**config.mk**
```make
export PLATFORM = sky130hd
export DESIGN_NAME = fpgt_compare
export DESIGN_NICKNAME = d
export VERILOG_FILES = /design/src/rtl/fpgt_pkg.sv /design/src/rtl/fpgt_unpack.sv /design/src/rtl/fpgt_decide.sv /design/src/rtl/fpgt_compare.sv
export SDC_FILE = /design/constraint.sdc
export NUM_CORES = 1
export LEC_CHECK = 0
export BUFFER_PORTS_ARGS = -buffer_cell sky130_fd_sc_hd__buf_2
export CORE_ASPECT_RATIO = 0.9
export CORE_MARGIN = 2
export CORE_UTILIZATION = 30
export DETAILED_ROUTE_END_ITERATION = 6
export PLACE_DENSITY = 0.6
export RECOVER_POWER = 100
export SETUP_SLACK_MARGIN = 0.2
export SLEW_MARGIN = 0
export SYNTH_ARGS = -nofsm -noshare
export SYNTH_HDL_FRONTEND = slang
export SYNTH_SLANG_ARGS = --single-unit
```
**constraint.sdc**
```tcl
create_clock -name clk -period 0.8 [get_ports clk]
set_clock_uncertainty 0.1 [all_clocks]
set_input_delay 0 -clock clk [delete_from_list [all_inputs] [get_ports clk]]
set_output_delay 0 -clock clk [all_outputs]
set_load 0.01 [all_outputs]
```
**src/rtl/fpgt_pkg.sv**
```systemverilog
package fpgt_pkg;

  // Field widths of the two supported encodings
  localparam int SP_EXP_W = 8;
  localparam int SP_MAN_W = 23;
  localparam int HP_EXP_W = 5;
  localparam int HP_MAN_W = 10;
  localparam int SP_W     = SP_EXP_W + SP_MAN_W + 1;
  localparam int HP_W     = HP_EXP_W + HP_MAN_W + 1;
  // Magnitude width shared by both paths (the widest non-sign body)
  localparam int MAG_W    = SP_W - 1;

  typedef struct packed {
    logic sign;
    logic nan;
    logic quiet;
    logic zero;
  } fp_class_t;

  // Ranking decision used when at least one operand is a NaN
  function automatic logic nan_rank_gt(fp_class_t a, fp_class_t b);
    logic base;
    if (a.sign != b.sign) return !a.sign;
    base = (a.nan && !b.nan) || (a.quiet && !b.quiet);
    return a.sign ? !base : base;
  endfunction

  // Numeric decision for two non-NaN operands given sign and magnitude
  function automatic logic numeric_gt(fp_class_t a, fp_class_t b,
                                      logic [MAG_W-1:0] a_mag,
                                      logic [MAG_W-1:0] b_mag);
    if (a.zero && b.zero) return 1'b0;
    if (a.sign != b.sign) return !a.sign;
    if (!a.sign) return a_mag > b_mag;
    return a_mag < b_mag;
  endfunction

endpackage

```
**src/rtl/fpgt_unpack.sv**
```systemverilog
module fpgt_unpack
  import fpgt_pkg::*;
#(
  parameter int EXP_W = 8,
  parameter int MAN_W = 23,
  parameter int OUT_W = 31
) (
  input  logic [EXP_W+MAN_W:0] word_i,
  output fp_class_t            cls_o,
  output logic [OUT_W-1:0]     mag_o
);
  localparam int W = EXP_W + MAN_W + 1;

  logic [EXP_W-1:0] exp_f;
  logic [MAN_W-1:0] man_f;
  logic             exp_ones;
  logic             exp_zero;
  logic             man_nz;

  assign exp_f    = word_i[W-2:MAN_W];
  assign man_f    = word_i[MAN_W-1:0];
  assign exp_ones = &exp_f;
  assign exp_zero = ~|exp_f;
  assign man_nz   = |man_f;

  always_comb begin
    cls_o.sign  = word_i[W-1];
    cls_o.nan   = exp_ones && man_nz;
    cls_o.quiet = exp_ones && man_nz && man_f[MAN_W-1];
    cls_o.zero  = exp_zero && !man_nz;
  end

  // Exponent:mantissa body is monotonic in magnitude, subnormals included
  assign mag_o = OUT_W'(word_i[W-2:0]);

endmodule

```
**src/rtl/fpgt_decide.sv**
```systemverilog
module fpgt_decide
  import fpgt_pkg::*;
(
  input  fp_class_t        a_cls,
  input  fp_class_t        b_cls,
  input  logic [MAG_W-1:0] a_mag,
  input  logic [MAG_W-1:0] b_mag,
  output logic             any_nan_o,
  output logic             gt_o
);
  logic nan_gt;
  logic num_gt;

  assign any_nan_o = a_cls.nan || b_cls.nan;
  assign nan_gt    = nan_rank_gt(a_cls, b_cls);
  assign num_gt    = numeric_gt(a_cls, b_cls, a_mag, b_mag);
  assign gt_o      = any_nan_o ? nan_gt : num_gt;

endmodule

```
**src/rtl/fpgt_compare.sv**
```systemverilog
module fpgt_compare
  import fpgt_pkg::*;
#(
  parameter bit REG_OUT = 1'b1
) (
  input  logic        clk,
  input  logic        rst_n,
  input  logic        fmt_half,
  input  logic [31:0] a_word,
  input  logic [31:0] b_word,
  output logic        gt_out
);
  localparam int NOPS = 2;

  logic [NOPS-1:0][SP_W-1:0]  op_word;
  fp_class_t [NOPS-1:0]       sp_cls;
  fp_class_t [NOPS-1:0]       hp_cls;
  logic [NOPS-1:0][MAG_W-1:0] sp_mag;
  logic [NOPS-1:0][MAG_W-1:0] hp_mag;
  fp_class_t [NOPS-1:0]       sel_cls;
  logic [NOPS-1:0][MAG_W-1:0] sel_mag;

  // Named internal events for the checker
  fp_class_t a_cls;
  fp_class_t b_cls;
  logic      any_nan;
  logic      gt_comb;

  assign op_word[0] = a_word;
  assign op_word[1] = b_word;

  for (genvar k = 0; k < NOPS; k++) begin : g_op
    fpgt_unpack #(.EXP_W(SP_EXP_W), .MAN_W(SP_MAN_W), .OUT_W(MAG_W)) sp_i (
      .word_i(op_word[k]),
      .cls_o (sp_cls[k]),
      .mag_o (sp_mag[k])
    );
    fpgt_unpack #(.EXP_W(HP_EXP_W), .MAN_W(HP_MAN_W), .OUT_W(MAG_W)) hp_i (
      .word_i(op_word[k][HP_W-1:0]),
      .cls_o (hp_cls[k]),
      .mag_o (hp_mag[k])
    );
    assign sel_cls[k] = fmt_half ? hp_cls[k] : sp_cls[k];
    assign sel_mag[k] = fmt_half ? hp_mag[k] : sp_mag[k];
  end

  assign a_cls = sel_cls[0];
  assign b_cls = sel_cls[1];

  fpgt_decide decide_i (
    .a_cls    (a_cls),
    .b_cls    (b_cls),
    .a_mag    (sel_mag[0]),
    .b_mag    (sel_mag[1]),
    .any_nan_o(any_nan),
    .gt_o     (gt_comb)
  );

  if (REG_OUT) begin : g_reg
    always_ff @(posedge clk or negedge rst_n) begin
      if (!rst_n) gt_out <= 1'b0;
      else        gt_out <= gt_comb;
    end
  end else begin : g_comb
    assign gt_out = gt_comb;
  end

endmodule

```
# After elaboration in Yosys (flattened, before gate mapping)
# Cells that the tools add are included.
word_totals:
  ff_bits: 1
  input_bits: 67
  output_inout_bits: 1
  wordCells: 65
classes:
  order_cmp: 2
  eq_ne: 1
  n_mux: 20
  reduce_logical: 41
op_table:
  columns: ["cell", "count"]
  rows:
  - ["$mux 31", 2]
  - ["$reduce_or 23->1", 2]
  - ["$gt 31x31->1", 1]
  - ["$lt 31x31->1", 1]
  - ["$reduce_or 10->1", 2]
  - ["$mux 1", 16]
  - ["$reduce_and 8->1", 2]
  - ["$reduce_or 8->1", 2]
  - ["$logic_and 1x1->1", 15]
  - ["$logic_not 1->1", 12]
  - ["$reduce_and 5->1", 2]
  - ["$reduce_or 5->1", 2]
  - ["$mux 4", 2]
  - ["$logic_or 1x1->1", 2]
  - ["$ne 1x1->1", 1]

# Logic depth before layout (Yosys ltp)
# Gate-level depths: netlist of the first run.
depth:
  word_depth: 13
  depth_mapped: 10
  mapped_depth_nobuf: 9

# Hierarchy
# From an unflattened synthesis of the first run, not the netlist that was laid out.
hier_totals:
  cells_unflattened: 387
  hier_area_um2: 3445.8
modules_own_cells:
  columns: ["module", "n_inst", "cells_per_inst", "area_per_inst_um2", "seq_area_each_um2"]
  rows:
  - ["fpgt_compare", 1, 79, 1227.4, 25.0]
  - ["fpgt_decide", 1, 122, 894.6, 0.0]
  - ["fpgt_unpack (g_op[0].sp_i ...)", 2, 49, 349.1, 0.0]
  - ["fpgt_unpack (g_op[0].hp_i ...)", 2, 44, 312.8, 0.0]

# Least setup slack after synthesis of the first run
# Ideal clock, no wire load.
synth_path:
  kind: "in2reg"
  start: "input port fmt_half"
  end: "register gt_out"
  setup_time_ps: 126
  arrival_time_ps: 2314
  required_time_ps: 574
  setup_slack_ps: -1740
  cell_stages: 10
  n_path_buf: 2
  cell_sequence: "clkbuf_1 > clkbuf_1 > nor2b_1 > ha_1 > nand4_2 > and4bb_4 > nand3_2 > a221o_1 > a31o_1 > a311o_1"
synth_between:
  elab_chain_len: 8
  elab_cells_between_ends: 31
  cone_classes: "order compare (2); eq/ne (1); mux (19); reduce/logical (9)"
synth_lines:
  columns: ["element", "line", "source"]
  rows:
  - ["start, declared", "fpgt_compare.sv:8", "input logic fmt_half,"]
  - ["parallel branches: the longest is 7 deep, another holds $gt 31x31->1", null, null]
  - ["$mux 1 *", "fpgt_decide.sv:17", "assign gt_o = any_nan_o ? nan_gt : num_gt;"]
  - ["net decide_i.gt_o", "fpgt_decide.sv:9", "output logic gt_o"]
  - ["end signal, assigned", "fpgt_compare.sv:62", "else gt_out <= gt_comb;"]
  - ["end, declared", "fpgt_compare.sv:11", "output logic gt_out"]
# Mark *: on every way through the listed nets, which the timed path passes. The select of a mux whose other input is x is not followed.

# Worst setup path after layout of the first run
# Same ends and word-level chain as after synthesis.

==> metrics.yaml, run 1 <==
p_per_area_nw_per_um2: 501
reg.largest.list: "gt_out (1)"
status: "finished with violations"
largest_reg_flops: 1
fmax_mhz: 465
die-width_um: 75.7
crit_fanout: 18
fp.dieH_um: 68.5
synth.net_count: 296
start_util: 0.311
ant_nets: 0
synthFlopType: "dfrtp_1"
period_needed_ps: 2150
drt_iter0_drc: 65
synthesis.area_um2: 1390
fin_ws_ps: -1350
dieArea_um2: 5190
area_delta_synth_final_pct: 75.1
routed_wirelength_mm: 4.64
endpoint_kind: "register"
worstSetupPathType: "in2reg"
grt_max_degree: 19
p_leak_nw: 1.20
top_register: "gt_out"
num_antenna_cells: 0
grt_usage: 0.185
async_reset_ff_frac: 1.00
ys_warn_count: 0
rsz0062_at_grt: "yes"
grt_pass1_wl_mm: 7.73
wl_per_cell_um: 12.4
syn_area_per_cell_um2: 7.01
cap_violations: 0
clkTransAtPathRegs_ps: 0
seq_power_share: 0.052
synth-seq-cells: 1
timing.final.crit_share: 2.69
worstPathArrival_ps: 1920
drive_gt1_frac: 0.474
setup_tns_ps: -1350
cts_setup_buffers: 0
cp_slowest_cell: "a221o_1"
intPower_mw: 0.702
crit_chain: "buf_16 > nand2b_1 > ha_1 > a21oi_1 > o21ai_1 > a221o_1 > a221o_1 > a31o_1 > a311o_1"
drt_pass1_iterations: 4
numPortBuffers: 67
core_region_area_um2: 4460
finalSetupViolations: 1
gr-total-overflow: 0
place_congestion: 0.883
nets: 412
ir_drop_v: 0.000218
required_ps: 570
tightest_slew_ps: 431
violations: "setup timing"
hold_viol: 0
post-route-drc-count: 0
swShare: 0.424
slew_viol_final: 0
slowest_delay_ps: 340
yosys.cell_types.count: 39
start_kind: "input port"
synth_edf_count: 0
grt_pass1_vias: 1858
place_worst_setup_slack_ps: -1700
via_count: 1890
synthCells: 198
antenna_found_initial: 0
hpwlAfterDp_mm: 4.00
min_path_type: "in2async"
vias_per_cell: 5.05
io_pins: 68
slew_headroom: 0.710
num_rows: 23
clkPwrFrac: 0
p_switching_mw: 0.516
ys_seq_area_frac: 0.0180
comb_power_share: 0.948
worst_path_most_repeated_cell: "a221o_1"
[power groups by stage]
| stage | Clock [mW] | Combinational (mW) | Sequential (mW) |
|---|---|---|---|
| 2_1_floorplan | 0 | 0.540 | 0.0687 |
| 3_3_place_gp | 0 | 1.03 | 0.0628 |
| 3_5_place_dp | 0 | 1.05 | 0.0628 |
| 4_1_cts | 0 | 1.12 | 0.0629 |
| 5_1_grt | 0 | 1.29 | 0.0646 |
| 6_report | 0 | 1.16 | 0.0629 |
[synth_stat cells, types with 2 or more instances]
cell | number | area (µm²)
and4_1 | 3 | 26.3
clkbuf_1 | 3 | 11.3
o21ai_0 | 5 | 25.0
nor3_1 | 5 | 25.0
a221o_1 | 4 | 40.0
inv_1 | 19 | 71.3
or3_1 | 4 | 25.0
nor2_1 | 9 | 33.8
ha_1 | 31 | 388
nand2b_1 | 16 | 100
and3_1 | 2 | 12.5
nor2b_1 | 15 | 93.8
a21oi_1 | 13 | 65.1
a31oi_1 | 2 | 12.5
nor4_1 | 14 | 87.6
nand4_1 | 13 | 81.3
o21a_1 | 2 | 15.0
nand3_1 | 6 | 30.0
nand2_1 | 11 | 41.3
o211a_1 | 2 | 20.0
[metrics by stage]
step / total power, mW / std cells / hold slack (ps) / utilization / cell area [µm²]
after floorplan: 0.609 / 198 / -396 / - / 1540
after global placement: 1.10 / 372 / -322 / 0.508 / 2260
after detailed placement: 1.12 / 372 / -323 / 0.508 / 2260
after CTS: 1.19 / 374 / 217 / 0.533 / 2380
after global routing: 1.36 / 374 / 232 / 0.545 / 2430
final: 1.22 / 374 / 210 / 0.545 / 2430
[path summary, 6_finish.rpt]
kind | from | endpoint | slack [ps] | cells past startpoint
min | rst_n | gt_out$_DFF_PN0_ | 210 | 2
max in group asynchronous | rst_n | gt_out$_DFF_PN0_ | 300 | 2
min in group clk | gt_out$_DFF_PN0_ | gt_out | 360 | 1
max | fmt_half | gt_out$_DFF_PN0_ | -1350 | 9
[cells by family after synthesis]
kind of cell	share of synthesized area
flops	0.0180
buf+inv	0.0622
mux	0.0153
simple gates	0.451
compound gates	0.174
fa+ha+maj	0.280
[what timing repair did]
action / CTS / global route
resized for setup: 14 / 8
setup endpoints to repair: 1 / 1
endpoints found under the hold margin: 1 / 0
hold buffers: 1 / 0
pin swaps: 5 / 4
gates cloned: 1 / 0
[cell type report]
class | count | area [µm²]
Inverter | 19 | 71.3
Timing Repair Buffer | 118 | 762
Sequential cell | 1 | 25.0
Multi-Input combinational cell | 174 | 1490
Tap cell | 62 | 77.6
Fill cell | 438 | 2030
[cells in the final DEF (no fill, tap or decap), types with 2 or more instances in the layout]
cell type   n
a21oi_1    10
a21oi_2     3
a221o_1     4
a31oi_1     2
and3_1      2
and4_1      3
buf_16      2
buf_2      65
buf_4      49
ha_1       22
ha_4        9
inv_1      19
nand2_1    11
nand2b_1    6
nand2b_4   10
nand3_1     6
nand4_1    13
nor2_1      9
nor2b_1    11
nor2b_2     4
nor3_1      5
nor4_1     14
o211a_1     2
o21a_1      2
o21ai_0     3
o21ai_1     2
or3_1       4
[per-layer routing]
metal | part of all wire | GRT usage
met2 | 0.49 | 0.340
met4 | 0 | 0.00439
met1 | 0.48 | 0.256
met5 | 0 | 0
met3 | 0.038 | 0.00291
[critical path: cells and delay by family]
kind	cells	cell delay, ps
adders and majority gates	1	290
and+or+nand+nor	1	150
AOI/OAI and AO/OA	6	1340
buffers and inverters	1	130
No activity file was read; power rests on OpenSTA's default activity.
==> run 2: changes to the inputs <==
--- a/config.mk
+++ b/config.mk
@@ -10,7 +10,8 @@
 export CORE_MARGIN = 2
 export CORE_UTILIZATION = 30
 export DETAILED_ROUTE_END_ITERATION = 6
-export PLACE_DENSITY = 0.6
+export GPL_TIMING_DRIVEN = 1
+export PLACE_DENSITY = 0.67
 export RECOVER_POWER = 100
 export SETUP_SLACK_MARGIN = 0.2
 export SLEW_MARGIN = 0
==> metrics.yaml, run 2 (synthesis gave the netlist of run 1 again) <==
status: "finished with violations"
violations: "setup timing"
io_pins: 68
clkTransAtPathRegs_ps: 0
core_region_area_um2: 4460
slew_headroom: 0.726
num_rows: 23
crit_family: "compound AO/OA/AOI/OAI gates"
slew_viol_final: 0
final_cell_mix: "buf_4 (68), buf_2 (64), ha_1 (22), inv_1 (19), nor4_1 (14)"
wl_met1_mm: 2.41
nets: 433
p_per_area_nw_per_um2: 501
placed_cell_area_um2: 2380
drt_iter0_drc: 68
crit_chain: "clkbuf_16 > nor2b_1 > ha_4 > nand4_4 > inv_1 > a221o_1 > a221o_1 > a31o_1 > a311o_1"
p_leak_nw: 1.33
post-route-drc-count: 0
final_common_cell: "buf_4"
fin_ws_ps: -1410
ir_drop_v: 0.000305
drt_pass1_iterations: 4
routed_wirelength_mm: 5.21
endpoint_kind: "register"
antenna_found_initial: 0
via_count: 1985
num_antenna_cells: 0
dr_wl_met2_mm: 2.50
fmax_mhz: 453
cp_num_buf_inv: 2
place_congestion: 0.862
hold_viol: 0
grt_max_degree: 37
grt_pass1_wl_mm: 7.41
rsz0062_at_grt: "yes"
numPortBuffers: 67
drive_gt1_frac: 0.505
grt_usage: 0.180
top_register: "gt_out"
area_delta_synth_final_pct: 90.8
slowest_delay_ps: 360
cap_violations: 0
die-width_um: 75.7
min_path_type: "in2async"
tightest_slew_ps: 407
largest_reg_flops: 1
period_needed_ps: 2210
crit_fanout: 18
fp.dieH_um: 68.5
dieArea_um2: 5190
vias_per_cell: 5.03
finalSetupViolations: 1
ant_nets: 0
fin_util: 0.594
worstSetupPathType: "in2reg"
worst_path_most_repeated_cell: "a221o_1"
hpwlAfterDp_mm: 4.18
grt_pass1_vias: 1752
fillers: 406
timing.final.crit_share: 2.76
reg.largest.list: "gt_out (1)"
start_kind: "input port"
dr.max_layer_used: "met4"
cp_slowest_cell: "a221o_1"
gr-total-overflow: 0
start_util: 0.311
worstPathArrival_ps: 1980
wl_per_cell_um: 13.2
required_ps: 570
wl_met3_um: 268
fin_area_um2: 2650
run 2: layer usage:
metal	GRT usage	vias to the layer above
met4	0.00658	0
met2	0.330	62
li1	-	1027
met1	0.245	894
met5	0	-
met3	0.00727	2
run 2: area by class of cell:
type,count,area [µm²],area share
Inverter,19,71.3,0.0269
Multi-Input combinational cell,174,1520,0.575
Sequential cell,1,25.0,0.00945
Timing Repair Buffer,139,951,0.359
Tap cell,62,77.6,0.0293
run 2: what timing repair did:
action                                 4_1_cts  5_1_grt
setup buffers                                1        2
setup endpoints to repair                    1        1
resized for setup                           13       11
pin swaps                                    6        8
gates cloned                                 0        3
endpoints found under the hold margin        1        0
hold buffers                                 1        0
run 2: where the power goes:
group	switching [mW]	internal, mW	total [mW]
combinational	0.541	0.720	1.26
clock	0	0	0
sequential	0.00358	0.0610	0.0646
total	0.545	0.781	1.33
run 2: worst max-delay path by stage:
stage	startpoint	endpoint	slack [ps]	cells after the start
floorplan	fmt_half	gt_out$_DFF_PN0_	-1380	10
finish	fmt_half	gt_out$_DFF_PN0_	-1410	9
global route	fmt_half	gt_out$_DFF_PN0_	-1510	9
detailed placement	fmt_half	gt_out$_DFF_PN0_	-1670	9
global placement	fmt_half	gt_out$_DFF_PN0_	-1620	8
CTS	fmt_half	gt_out$_DFF_PN0_	-1340	9
run 2: metrics by stage:
| stage | hold WS [ps] | std cells | setup TNS [ps] | power (mW) | setup slack (ps) |
|---|---|---|---|---|---|
| after floorplan | -396 | 198 | -1380 | 0.609 | -1380 |
| after global placement | -317 | 388 | -1620 | 1.16 | -1620 |
| after detailed placement | -318 | 388 | -1670 | 1.18 | -1670 |
| after CTS | 217 | 390 | -1340 | 1.24 | -1340 |
| after global routing | 232 | 395 | -1510 | 1.45 | -1510 |
| final | 227 | 395 | -1410 | 1.33 | -1410 |
